**src/rtl/wcd_pkg.sv**
```systemverilog
package wcd_pkg;

  // Strobes handed from the gate network to the handshake control.
  typedef struct packed {
    logic treeDone;   // merge gate: every pair gate is set
    logic railClash;  // registered illegal-code flag
  } wcdStrobes_t;

  // Set condition of a two-bit completion gate: (A+B)&(C+D) over
  // rails {bit1.rail1, bit1.rail0, bit0.rail1, bit0.rail0}.
  function automatic logic pairSet(input logic [3:0] quad);
    return (quad[0] | quad[1]) & (quad[2] | quad[3]);
  endfunction

endpackage

```
**src/rtl/wcd_datapath.sv**
```systemverilog
module wcd_datapath
  import wcd_pkg::*;
#(
  parameter int WIDTH = 8
) (
  input  logic               clk,
  input  logic               rst,
  input  logic [2*WIDTH-1:0] dataRails,
  output wcdStrobes_t        strobes
);

  localparam int GROUPS     = WIDTH / 2;
  localparam int GROUP_RAIL = 4;

  logic [GROUPS-1:0] compQ;
  logic              treeQ;
  logic [WIDTH-1:0]  clashBits;
  logic              clashQ;

  // One hysteresis completion gate per pair of bits.
  generate
    for (genvar g = 0; g < GROUPS; g++) begin : gPair
      logic [GROUP_RAIL-1:0] quad;
      assign quad = dataRails[g*GROUP_RAIL +: GROUP_RAIL];
      always_ff @(posedge clk) begin
        if (rst)                  compQ[g] <= 1'b0;
        else if (pairSet(quad))   compQ[g] <= 1'b1;
        else if (quad == '0)      compQ[g] <= 1'b0;
      end
    end
  endgenerate

  // Merge gate: sets when all pair gates are set, clears when none are.
  always_ff @(posedge clk) begin
    if (rst)                treeQ <= 1'b0;
    else if (&compQ)        treeQ <= 1'b1;
    else if (compQ == '0)   treeQ <= 1'b0;
  end

  // Illegal (1,1) code on any bit.
  generate
    for (genvar b = 0; b < WIDTH; b++) begin : gClash
      assign clashBits[b] = dataRails[2*b] & dataRails[2*b+1];
    end
  endgenerate

  always_ff @(posedge clk) begin
    if (rst) clashQ <= 1'b0;
    else     clashQ <= |clashBits;
  end

  assign strobes.treeDone  = treeQ;
  assign strobes.railClash = clashQ;

endmodule

```
**src/rtl/wcd_control.sv**
```systemverilog
module wcd_control
  import wcd_pkg::*;
(
  input  logic        clk,
  input  logic        rst,
  input  wcdStrobes_t strobes,
  input  logic        ki,
  output logic        ko,
  output logic        sleep,
  output logic        railFault
);

  logic handQ;

  // Two-input hysteresis gate joining the word state with ki.
  always_ff @(posedge clk) begin
    if (rst)                             handQ <= 1'b0;
    else if (strobes.treeDone && ki)     handQ <= 1'b1;
    else if (!strobes.treeDone && !ki)   handQ <= 1'b0;
  end

  assign ko        = ~handQ;
  assign sleep     = handQ;
  assign railFault = strobes.railClash;

endmodule

```
**src/rtl/wave_completion_detector.sv**
```systemverilog
module wave_completion_detector
  import wcd_pkg::*;
#(
  parameter int WIDTH = 8
) (
  input  logic               clk,
  input  logic               rst,
  input  logic [2*WIDTH-1:0] dataRails,
  input  logic               ki,
  output logic               ko,
  output logic               sleep,
  output logic               railFault
);

  wcdStrobes_t strobes;

  wcd_datapath #(.WIDTH(WIDTH)) uDatapath (
    .clk       (clk),
    .rst       (rst),
    .dataRails (dataRails),
    .strobes   (strobes)
  );

  wcd_control uControl (
    .clk       (clk),
    .rst       (rst),
    .strobes   (strobes),
    .ki        (ki),
    .ko        (ko),
    .sleep     (sleep),
    .railFault (railFault)
  );

endmodule

```
**config.mk**
```make
export PLATFORM = sky130hd
export DESIGN_NAME = wave_completion_detector
export DESIGN_NICKNAME = d
export VERILOG_FILES = /design/src/rtl/wcd_pkg.sv /design/src/rtl/wcd_datapath.sv /design/src/rtl/wcd_control.sv /design/src/rtl/wave_completion_detector.sv
export SDC_FILE = /design/constraint.sdc
export NUM_CORES = 1
export LEC_CHECK = 0
export CAP_MARGIN = 0
export CORE_AREA = 2 2 42 44
export CTS_BUF_LIST = sky130_fd_sc_hd__clkbuf_4
export CTS_CLUSTER_DIAMETER = 200
export CTS_CLUSTER_SIZE = 30
export DETAILED_ROUTE_END_ITERATION = 8
export DIE_AREA = 0 0 44 46
export DONT_BUFFER_PORTS = 1
export REMOVE_ABC_BUFFERS = 1
export SETUP_SLACK_MARGIN = 0.1
export SYNTH_ARGS = -nofsm -noshare
export SYNTH_HDL_FRONTEND = slang
export SYNTH_SLANG_ARGS = --single-unit
export TNS_END_PERCENT = 1
```
**constraint.sdc**
```tcl
create_clock -name clk -period 1.4 [get_ports clk]
set_clock_uncertainty 0.05 [all_clocks]
set_input_delay 0.28 -clock clk [delete_from_list [all_inputs] [get_ports clk]]
set_output_delay 0.28 -clock clk [all_outputs]
set_load 0.005 [all_outputs]
```
==> results.md <==
* First-pass GRT wire length at 1200 um
* # DRC at 0
* Critical Path End Type: primary output
* Post-Syn Instances at 39
* Core Footprint at 1610 um2
* Final Hold Fails at 0
* Internal cell power at 350 uW
* Fin util at 27.3%
* Arr. time, crit path at 690 ps
* Resize count post-CTS at 0
* Drt first-iter violations at 3
* Overall routing resource usage at 8.32%
* Clock Pin Slew Worst Setup and Hold Paths at 60 ps
* CTS Sinks at 7
* R2r setup slk at 410 ps
* Syn Area/Cell at 10.0 um2
* Peak VDD IR at 272 uV
* Crit path max fanout at 3
* Port Buffer Count at 0
* Power, Total at 460 uW
* Largest net degree at the start of global routing at 8
* Die ar. at 2020 um2
* Switching power at 110 uW
* CTS max path bufs at 2
* Die Wd at 44 um
* TritonCTS Buffers at 3
* Sw frac at 23.9%
* DR pass1 iterations at 4
* Filler Cell Count at 180
* Remaining antenna violation count at 0
* CTS tree: yes
* Hold_buf cts at 0
* Final hold slack at 41.7 ps
* Post-DP HPWL at 624 um
* Initial core utilization at 24.3%
* IO Count at 22
* Hold Path Class: primary input to flop
* Setup_tns at 0 ps
* Syn-to-layout area delta at 12.5%
* Clk network pwr share at 39.0%
* Slew @ Worst Pin at 218 ps
* # diodes at 0
* Site Rows at 15
* Status: finished clean
* Yosys reg bits at 7
* # setup viols final at 0
* Grt ovf at 0
* Synth cell types at 11
* Fin. max-slew vios at 0
* Clock Latency Late Sink at 250 ps
* Setup Fix Bufs, Post-CTS at 0
* Pwr dens at 1040 nW/um2
* GP Congestion at 0.612
* Sequential fraction of the synthesis area at 35.8%
* Crit-path cells: inv_1
* Post-DR wirelength/cell at 12.2 um
* RSZ-0062 raised after global routing: false
* Part of the power in registers at 48.8%
* Crit path launch type: flop
* Layout cell share with drive strength beyond 1 at 30.2%
* Slowest stage delay, CP at 370 ps
* WS Path Type: flop to primary output
* Worst Path Required at 1070 ps
* Period minus WS final at 1020 ps
* Yosys warns at 0
* Root buf cell: clkbuf_4
* Vias at 296
* Critical path's top delay family: flip-flops
* Max cap viols at 0
* H-Tree Depth at 1
* Worst slew margin at 85.3%
* Final WL at 732 um
* Slowest CP cell: dfxtp_1
* Netlist Area Pre-Place at 392 um2
* Max frequency at 984 MHz
* Post-layout net count at 68
* Vert. Die Dim at 46 um
* Initial antenna violation count at 0
* Vias/cell at 4.93
* Pleak at 0.183 nW
* Worst path buffer plus inverter count at 1
* Comb pwr share at 12.2%
* Vias in the first global route at 305
* Fin crit share at 72.6%
[routing by layer]
layer / wire length (um) / part of all wire (%) / GRT usage [%]
met4: 17 / 2.3 / 5.45
met5: 0 / 0 / 0
met3: 24 / 3.3 / 0
met2: 441 / 60 / 17.4
met1: 249 / 34 / 7.82
[through the flow]
| step | cell area (um2) | cells | setup slack, ps |
|---|---|---|---|
| floorplan | 392 | 39 | 185 |
| finish | 440 | 60 | 383 |
| global placement | 413 | 56 | 148 |
| global route | 440 | 60 | 329 |
| detailed placement | 413 | 56 | 139 |
| CTS | 440 | 60 | 378 |
[final timing paths]
| check | cells after the start | endpoint | startpoint |
|---|---|---|---|
| worst max-delay path | 1 | ko | uControl.sleep |
| worst min-delay path | 1 | uDatapath.treeQ | rst |
| worst max register to register | 3 | uControl.sleep | uDatapath.treeQ |
| worst min register to register | 2 | uDatapath.treeQ | uDatapath.treeQ |
[placed cells by master (no fill, tap or decap)]
cell / count
or2_2: 8
dfxtp_1: 7
mux2i_1: 5
nor2_1: 5
ha_1: 5
a22oi_1: 4
clkbuf_4: 3
inv_1: 1
a41oi_1: 1
o41ai_2: 1
nand4_1: 1
a21oi_1: 1
clkinv_2: 1
[Yosys cell counts]
library cell  count  area (um2)
inv_1             1        3.75
a22oi_1           4        30.0
o41ai_2           1        16.3
nor2_1            5        18.8
a21oi_1           1        5.00
or2_2             8        50.1
nand4_1           1        6.26
dfxtp_1           7         140
a41oi_1           1        8.76
mux2i_1           5        50.1
ha_1              5        62.6
[sequential cells by signal (all words and copies together) (netlist names)]
| name | cells |
|---|---|
| uDatapath.treeQ | 1 |
| uDatapath.compQ | 4 |
| uDatapath.clashQ | 1 |
| uControl.sleep | 1 |
[cells by family after synthesis]
kind of cell / synth area share, %
simple gates: 19.2
buf+inv: 0.958
flops: 35.8
fa+ha+maj: 16.0
mux: 12.8
compound gates: 15.3
[power groups by stage]
stage / Clock, mW / Sequential [mW] / Combinational (mW)
5_1_grt: 0.202 / 0.226 / 0.0662
2_1_floorplan: 0 / 0.226 / 0.0479
6_report: 0.180 / 0.224 / 0.0562
4_1_cts: 0.188 / 0.225 / 0.0578
3_5_place_dp: 0 / 0.229 / 0.0563
3_3_place_gp: 0 / 0.228 / 0.0552
[area by class of cell]
type                    count  area [um2]  area share [%]
clock inverters             1        5.00            1.14
well taps                  17        21.3            4.83
inverters                   1        3.75           0.852
flip-flops and latches      7         140            31.8
clock buffers               3        22.5            5.11
multi-input cells          31         248            56.3
Note: power is estimated with default switching activity, not from simulation.
